<file path="config.mk">
export PLATFORM = sky130hd
export DESIGN_NAME = mem_fault_inject
export DESIGN_NICKNAME = d
export VERILOG_FILES = /design/src/rtl/fi_pkg.sv /design/src/rtl/fi_regs.sv /design/src/rtl/fi_match.sv /design/src/rtl/fi_corrupt.sv /design/src/rtl/mem_fault_inject.sv
export SDC_FILE = /design/constraint.sdc
export NUM_CORES = 1
export LEC_CHECK = 0
export BUFFER_PORTS_ARGS = -buffer_cell sky130_fd_sc_hd__buf_2
export CORE_ASPECT_RATIO = 0.9
export CORE_MARGIN = 2
export CORE_UTILIZATION = 34
export DETAILED_ROUTE_END_ITERATION = 8
export PLACE_DENSITY = 0.63
export RECOVER_POWER = 50
export SYNTH_ARGS = -nofsm -noshare
export SYNTH_HDL_FRONTEND = slang
export SYNTH_SLANG_ARGS = --single-unit
</file>
<file path="constraint.sdc">
create_clock -name clk_i -period 5.9 [get_ports clk_i]
set_input_delay 0.59 -clock clk_i [delete_from_list [all_inputs] [get_ports clk_i]]
set_output_delay 0.59 -clock clk_i [all_outputs]
set_load 0.005 [all_outputs]
</file>
<file path="src/rtl/fi_pkg.sv">
package fi_pkg;
  localparam int REG_W   = 32;
  localparam int ADDR_W  = 4;
  localparam int VAL_W   = 16;
  localparam int NF      = 6;
  localparam int NSEC    = 2;
  localparam int ANY_BIT = 31;

  typedef logic [VAL_W-1:0] fval_t;

  localparam logic [ADDR_W-1:0] A_MASK = 4'd6;
  localparam logic [ADDR_W-1:0] A_SECT = 4'd7;
  localparam logic [ADDR_W-1:0] A_TYPE = 4'd8;
  localparam logic [ADDR_W-1:0] A_ARM  = 4'd9;
  localparam logic [ADDR_W-1:0] A_CNT  = 4'd10;

  localparam int T_REPEAT = 0;
  localparam int T_ECC    = 1;
  localparam int T_PAR    = 2;
endpackage

</file>
<file path="src/rtl/fi_regs.sv">
module fi_regs
  import fi_pkg::*;
#(
  parameter int CHK_W = 8,
  parameter int CNT_W = 16,
  parameter fval_t [NF-1:0] FMASK = '1
) (
  input  logic                clk_i,
  input  logic                rst_ni,
  input  logic                we_i,
  input  logic [ADDR_W-1:0]   addr_i,
  input  logic [REG_W-1:0]    wdata_i,
  output logic [REG_W-1:0]    rdata_o,
  input  logic                fire_i,
  output fval_t [NF-1:0]      val_o,
  output logic [NF-1:0]       any_o,
  output logic [CHK_W-1:0]    mask_o,
  output logic [NSEC-1:0]     sect_o,
  output logic [2:0]          type_o,
  output logic                arm_o,
  output logic [CNT_W-1:0]    cnt_o
);
  fval_t [NF-1:0]   val_q;
  logic [NF-1:0]    any_q;
  logic [CHK_W-1:0] mask_q;
  logic [NSEC-1:0]  sect_q;
  logic [2:0]       type_q;
  logic             arm_q;
  logic [CNT_W-1:0] cnt_q;
  logic             unused_wdata;

  assign unused_wdata = ^wdata_i[ANY_BIT-1:VAL_W];

  always_ff @(posedge clk_i or negedge rst_ni) begin
    if (!rst_ni) begin
      val_q  <= '0;
      any_q  <= '1;
      mask_q <= '0;
      sect_q <= '0;
      type_q <= '0;
      arm_q  <= 1'b0;
      cnt_q  <= '0;
    end else begin
      // one-shot disarm; a same-cycle software write to arm wins
      if (fire_i && !type_q[T_REPEAT]) arm_q <= 1'b0;
      if (fire_i && cnt_q != '1) cnt_q <= cnt_q + 1'b1;
      if (we_i) begin
        for (int i = 0; i < NF; i++) begin
          if (addr_i == ADDR_W'(i)) begin
            val_q[i] <= wdata_i[VAL_W-1:0] & FMASK[i];
            any_q[i] <= wdata_i[ANY_BIT];
          end
        end
        case (addr_i)
          A_MASK:  mask_q <= wdata_i[CHK_W-1:0];
          A_SECT:  sect_q <= wdata_i[NSEC-1:0];
          A_TYPE:  type_q <= wdata_i[2:0];
          A_ARM:   arm_q  <= |wdata_i;
          default: ;
        endcase
      end
    end
  end

  always_comb begin
    rdata_o = '0;
    for (int i = 0; i < NF; i++) begin
      if (addr_i == ADDR_W'(i)) begin
        rdata_o[ANY_BIT]     = any_q[i];
        rdata_o[VAL_W-1:0]   = val_q[i];
      end
    end
    case (addr_i)
      A_MASK:  rdata_o = REG_W'(mask_q);
      A_SECT:  rdata_o = REG_W'(sect_q);
      A_TYPE:  rdata_o = REG_W'(type_q);
      A_ARM:   rdata_o = REG_W'(arm_q);
      A_CNT:   rdata_o = REG_W'(cnt_q);
      default: ;
    endcase
  end

  assign val_o  = val_q;
  assign any_o  = any_q;
  assign mask_o = mask_q;
  assign sect_o = sect_q;
  assign type_o = type_q;
  assign arm_o  = arm_q;
  assign cnt_o  = cnt_q;
endmodule

</file>
<file path="src/rtl/fi_match.sv">
module fi_match
  import fi_pkg::*;
(
  input  fval_t [NF-1:0] addr_i,
  input  fval_t [NF-1:0] val_i,
  input  logic  [NF-1:0] any_i,
  output logic           hit_o
);
  logic [NF-1:0] field_hit;

  for (genvar g = 0; g < NF; g++) begin : g_field
    assign field_hit[g] = any_i[g] || (addr_i[g] == val_i[g]);
  end

  assign hit_o = &field_hit;
endmodule

</file>
<file path="src/rtl/fi_corrupt.sv">
module fi_corrupt
  import fi_pkg::*;
#(
  parameter int CHK_W = 8
) (
  input  logic                  fire_i,
  input  logic [NSEC-1:0]       sect_i,
  input  logic [2:0]            type_i,
  input  logic [CHK_W-1:0]      mask_i,
  input  logic [NSEC*CHK_W-1:0] check_i,
  input  logic [NSEC-1:0]       par_i,
  output logic [NSEC*CHK_W-1:0] check_o,
  output logic [NSEC-1:0]       par_o
);
  for (genvar s = 0; s < NSEC; s++) begin : g_sec
    logic sel;
    assign sel = fire_i && sect_i[s];
    assign check_o[s*CHK_W +: CHK_W] = check_i[s*CHK_W +: CHK_W]
                                     ^ ((sel && type_i[T_ECC]) ? mask_i : '0);
    assign par_o[s] = par_i[s] ^ (sel && type_i[T_PAR]);
  end
endmodule

</file>
<file path="src/rtl/mem_fault_inject.sv">
module mem_fault_inject
  import fi_pkg::*;
#(
  parameter int DIMM_W = 2,
  parameter int RANK_W = 2,
  parameter int CHAN_W = 2,
  parameter int BANK_W = 3,
  parameter int PAGE_W = 16,
  parameter int COL_W  = 10,
  parameter int CHK_W  = 8,
  parameter int CNT_W  = 16
) (
  input  logic                  clk_i,
  input  logic                  rst_ni,
  input  logic                  reg_we_i,
  input  logic [ADDR_W-1:0]     reg_addr_i,
  input  logic [REG_W-1:0]      reg_wdata_i,
  output logic [REG_W-1:0]      reg_rdata_o,
  input  logic                  wr_valid_i,
  input  logic [DIMM_W-1:0]     wr_dimm_i,
  input  logic [RANK_W-1:0]     wr_rank_i,
  input  logic [CHAN_W-1:0]     wr_chan_i,
  input  logic [BANK_W-1:0]     wr_bank_i,
  input  logic [PAGE_W-1:0]     wr_page_i,
  input  logic [COL_W-1:0]      wr_col_i,
  input  logic [NSEC*CHK_W-1:0] wr_check_i,
  input  logic [NSEC-1:0]       wr_par_i,
  output logic [NSEC*CHK_W-1:0] wr_check_o,
  output logic [NSEC-1:0]       wr_par_o,
  output logic                  inject_o
);
  localparam fval_t ONES = '1;
  localparam fval_t M_DIMM = ONES >> (VAL_W - DIMM_W);
  localparam fval_t M_RANK = ONES >> (VAL_W - RANK_W);
  localparam fval_t M_CHAN = ONES >> (VAL_W - CHAN_W);
  localparam fval_t M_BANK = ONES >> (VAL_W - BANK_W);
  localparam fval_t M_PAGE = ONES >> (VAL_W - PAGE_W);
  localparam fval_t M_COL  = ONES >> (VAL_W - COL_W);
  localparam fval_t [NF-1:0] FMASK = {M_COL, M_PAGE, M_BANK, M_CHAN, M_RANK, M_DIMM};

  fval_t [NF-1:0]   addr_v;
  fval_t [NF-1:0]   val_q;
  logic [NF-1:0]    any_q;
  logic [CHK_W-1:0] mask_q;
  logic [NSEC-1:0]  sect_q;
  logic [2:0]       type_q;
  logic             arm_q;
  logic [CNT_W-1:0] cnt_q;
  logic             hit;
  logic             fire;

  assign addr_v = {fval_t'(wr_col_i), fval_t'(wr_page_i), fval_t'(wr_bank_i),
                   fval_t'(wr_chan_i), fval_t'(wr_rank_i), fval_t'(wr_dimm_i)};

  fi_regs #(.CHK_W(CHK_W), .CNT_W(CNT_W), .FMASK(FMASK)) u_regs (
    .clk_i   (clk_i),
    .rst_ni  (rst_ni),
    .we_i    (reg_we_i),
    .addr_i  (reg_addr_i),
    .wdata_i (reg_wdata_i),
    .rdata_o (reg_rdata_o),
    .fire_i  (fire),
    .val_o   (val_q),
    .any_o   (any_q),
    .mask_o  (mask_q),
    .sect_o  (sect_q),
    .type_o  (type_q),
    .arm_o   (arm_q),
    .cnt_o   (cnt_q)
  );

  fi_match u_match (
    .addr_i (addr_v),
    .val_i  (val_q),
    .any_i  (any_q),
    .hit_o  (hit)
  );

  assign fire     = wr_valid_i && arm_q && hit;
  assign inject_o = fire;

  fi_corrupt #(.CHK_W(CHK_W)) u_corrupt (
    .fire_i  (fire),
    .sect_i  (sect_q),
    .type_i  (type_q),
    .mask_i  (mask_q),
    .check_i (wr_check_i),
    .par_i   (wr_par_i),
    .check_o (wr_check_o),
    .par_o   (wr_par_o)
  );
endmodule

</file>
==> results.py, run 1 <==
metrics = {
    "cts": {
        "cts_hold_buf": 0,
        "path_clk_slew_ns": 0.06,
        "cts.sinks": 71,
        "clockBufferDepth": 2,
        "ctsHtreeMaxLevel": 3,
        "postCtsSetupBuffers": 0,
        "numCtsBuffers": 9,
        "tritoncts": "done",
        "cts_resized": 0,
        "root_buffer": "clkbuf_16",
        "clk_latency_ns": 0.33,
    },
    "critical_path": {
        "critPathCaptureType": "async pin",
        "worstPathCellList": "buf_2 > clkbuf_1",
        "path_class": "input pin to async pin",
        "slowest_stage": "clkbuf_1",
        "critPathArrivalTime_ns": 3.34,
        "path_buf_inv": 2,
        "cp.required_ns": 5.47,
        "cpPeakStageDelay_ns": 2.62,
        "path_max_fanout": 71,
        "start_kind": "input pin",
        "r2r_slack_ns": 2.88,
        "cp_top_family": "buffers and inverters",
    },
    "synthesis": {
        "syn_inst": 391,
        "seq_area_frac_synth_pct": 41.8,
        "yosysWarnings": 0,
        "synthesis.area_mm2": 0.00427,
        "synthDistinctLibCells": 44,
        "synth_edf_count": 0,
        "synth-seq-cells": 71,
        "avgSynthCellArea_um2": 10.9,
        "synth_top_flop_cell": "dfrtp_1",
        "async_flop_share_pct": 100,
    },
    "timing": {
        "finalCritPeriodShare_pct": 64.0,
        "post-route-min-period_ns": 3.77,
        "finalHoldViolations": 0,
        "rsz0062_at_grt": "false",
        "setup_tns_ns": 0,
        "maxSlewViolCount": 72,
        "fmax_mhz": 265,
        "setup_viol": 0,
        "slew_headroom_pct": -151,
        "fin_worst_skew_ns": 0.00460,
        "worst_pin_slew_ns": 3.76,
    },
    "floorplan": {
        "rows": 38,
        "fp.dieH_um": 110,
        "io_pins": 144,
        "dieArea_mm2": 0.0135,
        "coreArea_mm2": 0.0122,
        "die_w_um": 122,
        "initial_core_util_pct": 35.1,
    },
    "finish": {
        "synthToLayoutAreaGrowth_pct": 24.3,
        "layout-drive-gt1-share_pct": 41.2,
        "fillers": 1189,
        "seqCellArea_mm2": 0.00178,
        "fin_nets": 606,
        "multi_input_area_mm2": 0.00230,
        "insertedDiodeCount": 0,
    },
    "drt": {
        "vias": 3562,
        "wl_per_cell_um": 17.5,
        "drcViolationCount": 0,
        "vias_per_cell": 5.26,
        "drtAntennaViolNets": 0,
        "drt_iter0_drc": 216,
        "firstDrtPassIters": 5,
        "totalWireLength_um": 11900,
    },
    "global_route": {
        "grt_pass1_vias": 3445,
        "grt_overflow": 0,
        "grt_pass1_wl_um": 18400,
        "globalRouteTotalUtil_pct": 18.1,
        "grt_max_degree": 72,
        "antenna_found_initial": 0,
    },
    "power_and_ir_drop": {
        "p_leak_nw": 2.42,
        "finalPower_w": 0.00159,
        "ir_worst_vdd_mv": 0.146,
        "power.density_mw_per_mm2": 300,
    },
    "placement": {
        "hpwlAfterDp_um": 9130,
        "gp_congestion": 0.844,
        "portBuffers": 128,
    },
    "run": {
        "cap_violations": 1,
    },
    "hold_path": {
        "hp-class": "register to register",
    },
    "status": {
        "status": "complete, but fails checks",
        "violations": "max-capacitance violations, max-slew violations",
    },
}
state kept, by name, indices dropped and copies added, names as in the netlist:
name,cells
u_regs.arm_o,1
u_regs.val_o,35
u_regs.type_o,3
u_regs.cnt_o,16
u_regs.any_o,6
u_regs.mask_o,8
u_regs.sect_o,2
worst paths after layout:
kind / startpoint / endpoint / depth (start not counted)
hold reg to reg: u_regs.cnt_o[14] / u_regs.cnt_o[14] / 1
hold / removal: u_regs.cnt_o[14] / u_regs.cnt_o[14] / 1
setup / recovery: rst_ni / u_regs.val_o[84] / 2
max in group clk_i: u_regs.val_o[79] / wr_check_o[9] / 7
setup reg to reg: u_regs.val_o[79] / u_regs.cnt_o[1] / 7
min in group asynchronous: rst_ni / u_regs.val_o[33] / 2
layer usage:
| metal | share of wire, % | wire [um] | GRT usage, % | vias to the layer above |
|---|---|---|---|---|
| met5 | 0 | 0 | 0 | - |
| met3 | 7.4 | 881 | 3.09 | 21 |
| met4 | 2.2 | 265 | 5.75 | 0 |
| met1 | 44 | 5260 | 23.9 | 1723 |
| met2 | 46 | 5450 | 30.4 | 162 |
| li1 | - | - | - | 1656 |
cell type report:
class | count | share of cell area (%)
tap | 160 | 3.77
multi-input combinational | 294 | 43.4
clock inverter | 6 | 2.08
timing repair buffer | 131 | 12.4
clock buffer | 10 | 4.32
inverter | 5 | 0.354
sequential | 71 | 33.6
layout by cell type (no fill, tap or decap), drive strengths merged, types with 3 or more instances in the layout:
master	synthesis	routed
nand2b	3	3
a22o	8	8
nor2	9	9
xnor2	44	44
nor2b	4	4
clkbuf	13	12
a22oi	11	11
nand4	18	18
xor2	24	24
dfrtp	65	65
nand2	18	18
a21oi	4	4
nor4	16	16
mux2	56	56
buf	22	129
dfstp	6	6
and3	7	7
nor3	5	5
conb	1	15
bufinv	0	3
nand3	23	23
o21ai	3	3
a222oi	3	3
and4	3	3
mux4	3	3
inv	5	5
logic make-up after synthesis:
kind of cell | count (synthesis) | share of synthesized area (%)
flops | 71 | 41.8
fa+ha+maj | 1 | 0.293
mux | 61 | 16.8
buf+inv | 40 | 5.45
simple gates | 110 | 14.6
compound gates | 39 | 7.00
xor+xnor | 68 | 14.0
other cells | 1 | 0.0878
synth_stat cells (5+ instances only):
cell | count | area share, %
and3_1 | 7 | 1.0
mux2_2 | 56 | 15
dfrtp_1 | 65 | 38
clkbuf_1 | 13 | 1.1
a22oi_1 | 11 | 1.9
nor2_1 | 9 | 0.79
nand4_1 | 18 | 2.6
inv_1 | 5 | 0.44
nor4_1 | 15 | 2.2
a22o_1 | 8 | 1.6
dfstp_2 | 6 | 3.7
buf_4 | 15 | 2.6
xnor2_1 | 44 | 9.0
nand2_1 | 17 | 1.5
xor2_1 | 24 | 4.9
nand3_1 | 23 | 2.7
through the flow:
stage | hold slack, ns | std cells | setup slack, ns | instance area (um^2) | utilization (%)
2_1_floorplan | 0.294 | 405 | 3.17 | 4320 | -
3_3_place_gp | 0.493 | 661 | 2.40 | 4970 | 40.8
3_5_place_dp | 0.498 | 661 | 2.32 | 4970 | 40.8
4_1_cts | 0.504 | 677 | 2.22 | 5310 | 43.6
5_1_grt | 0.516 | 677 | 1.41 | 5310 | 43.6
6_report | 0.509 | 677 | 2.13 | 5310 | 43.6
report_power, final:
group	internal [W]	switching, W	leakage (nW)
Combinational	0.000163	0.000125	1.37
Sequential	0.000584	0.000103	0.887
Clock	0.000412	0.000203	0.159
Power figures use the tool's default switching activity.
==> run 2: changes to the inputs <==
- clock period: 5.9 -> 3.77 ns (I/O delays scaled with it)
==> run 2 against run 1 <==
  * The run still ends with max-capacitance violations, max-slew violations left
  * Via count shrank 2.0%
  * Global-route usage hardly changed
  * Sequential share of layout area up 0.18 points
  * Power is 49% higher
  * First-iteration DRC count up 8.8%
  * Critical path type is now register to output pin
  * Largest cell class unchanged
  * Largest power group unchanged
  * Highest routed layer unchanged
==> results.py, run 2 (synthesis gave the netlist of run 1 again) <==
metrics = {
    "floorplan": {
        "rows": 38,
        "initial_core_util_pct": 35.1,
        "fp.dieH_um": 110,
        "die_w_um": 122,
        "io_pins": 144,
        "coreArea_mm2": 0.0122,
        "dieArea_mm2": 0.0135,
    },
    "drt": {
        "vias_per_cell": 5.13,
        "wl_per_cell_um": 17.7,
        "drtAntennaViolNets": 0,
        "drcViolationCount": 0,
        "vias": 3490,
        "totalWireLength_um": 12000,
        "firstDrtPassIters": 4,
        "drt_iter0_drc": 235,
    },
    "hold_path": {
        "hp-class": "input pin to register",
        "hold_start": "reg_wdata_i[11]",
    },
    "status": {
        "status": "complete, but fails checks",
        "violations": "max-capacitance violations, max-slew violations",
    },
    "finish": {
        "synthToLayoutAreaGrowth_pct": 23.6,
        "layout_commonest_cell": "buf_2",
        "layout_common_cells": "buf_2 (126), dfrtp_1 (65), mux2_2 (56)",
        "largest_register_ff_count": 35,
        "fin_nets": 609,
        "insertedDiodeCount": 0,
        "layout-drive-gt1-share_pct": 40.8,
    },
    "critical_path": {
        "path_class": "register to output pin",
        "start_kind": "register",
        "cp.required_ns": 3.39,
        "critPathArrivalTime_ns": 2.83,
        "crit_start": "u_regs.val_o[69]",
        "critPathCaptureType": "output pin",
        "r2r-start": "u_regs.val_o[69]",
        "path_max_fanout": 25,
    },
    "global_route": {
        "grt_pass1_wl_um": 18500,
        "grt_max_degree": 31,
        "globalRouteTotalUtil_pct": 18.1,
        "grt_overflow": 0,
        "antenna_found_initial": 0,
        "grt_pass1_vias": 3498,
    },
    "cts": {
        "numCtsBuffers": 9,
        "path_clk_slew_ns": 0.05,
        "postCtsSetupBuffers": 0,
        "ctsHtreeMaxLevel": 3,
        "clockBufferDepth": 2,
        "cts_hold_buf": 0,
        "tritoncts": "done",
        "cts_resized": 0,
        "cts.sinks": 71,
        "clk_latency_ns": 0.33,
        "root_buffer": "clkbuf_16",
    },
    "timing": {
        "setup_viol": 0,
        "maxSlewViolCount": 31,
        "fmax_mhz": 312,
        "finalCritPeriodShare_pct": 85.1,
        "slew_headroom_pct": -6.42,
        "post-route-min-period_ns": 3.21,
        "setup_tns_ns": 0,
        "fin_worst_skew_ns": 0.0104,
        "finalHoldViolations": 0,
        "hold-worst-slack_ns": 0.303,
        "worst_pin_slew_ns": 1.60,
        "rsz0062_at_grt": "false",
    },
    "placement": {
        "portBuffers": 128,
        "gp_congestion": 0.862,
        "hpwlAfterDp_um": 9250,
    },
    "power_and_ir_drop": {
        "finalPower_w": 0.00237,
        "power.density_mw_per_mm2": 449,
        "p_leak_nw": 2.41,
        "ir_worst_vdd_mv": 0.257,
    },
    "run": {
        "cap_violations": 1,
    },
}
## run 2: cell count changes in the layout (fill, tap and decap cells not counted), sizes merged
cell	before	now
bufinv	3	1
clkinvlp	2	1
clkbuf	12	17
buf	129	130
## run 2: routing by layer
metal	global-route usage, %	vias up	part of all wire (%)
li1	-	1660	-
met5	0	-	0
met4	5.50	0	1.1
met2	29.4	142	46
met3	3.29	8	7.2
met1	24.7	1680	46
## run 2: final timing paths
path / endpoint / slack, ns / cells past startpoint
min: u_regs.val_o[75] / 0.30 / 2
max in group asynchronous: u_regs.val_o[69] / 1.39 / 2
min in group asynchronous: u_regs.val_o[33] / 0.44 / 1
max reg2reg: u_regs.cnt_o[1] / 1.24 / 7
min reg2reg: u_regs.cnt_o[11] / 0.50 / 1
max: wr_check_o[2] / 0.56 / 8
## run 2: per-stage QoR
stage | util, % | setup slack (ns) | area (um^2) | cells
5_1_grt | 43.3 | 0.388 | 5280 | 680
3_3_place_gp | 41.0 | 0.885 | 4990 | 664
6_report | 43.3 | 0.563 | 5280 | 680
3_5_place_dp | 41.0 | 0.790 | 4990 | 664
2_1_floorplan | - | 1.44 | 4320 | 405
4_1_cts | 43.4 | 0.488 | 5290 | 680
## run 2: worst max-delay path, stage by stage (launching register included)
cell	delay, ns
dfrtp_1	0.41
xor2_1	0.17
nor4_1	0.50
a41oi_1	0.26
nor4_4	0.35
buf_4	0.32
nand4_1	0.16
xnor2_1	0.19
buf_2	0.14
## run 2: area by class of cell
class,count,area [um^2]
Clock buffer,13,250
Clock inverter,3,42.5
Fill cell,1180,6900
Inverter,5,18.8
Multi-Input combinational cell,294,2300
Sequential cell,71,1780
Tap cell,160,200
Timing Repair Buffer,134,676
## run 2: power breakdown
group	internal, W	switching (W)	leakage (nW)
Combinational	0.000256	0.000197	1.38
Clock	0.000530	0.000309	0.140
Sequential	0.000914	0.000161	0.887
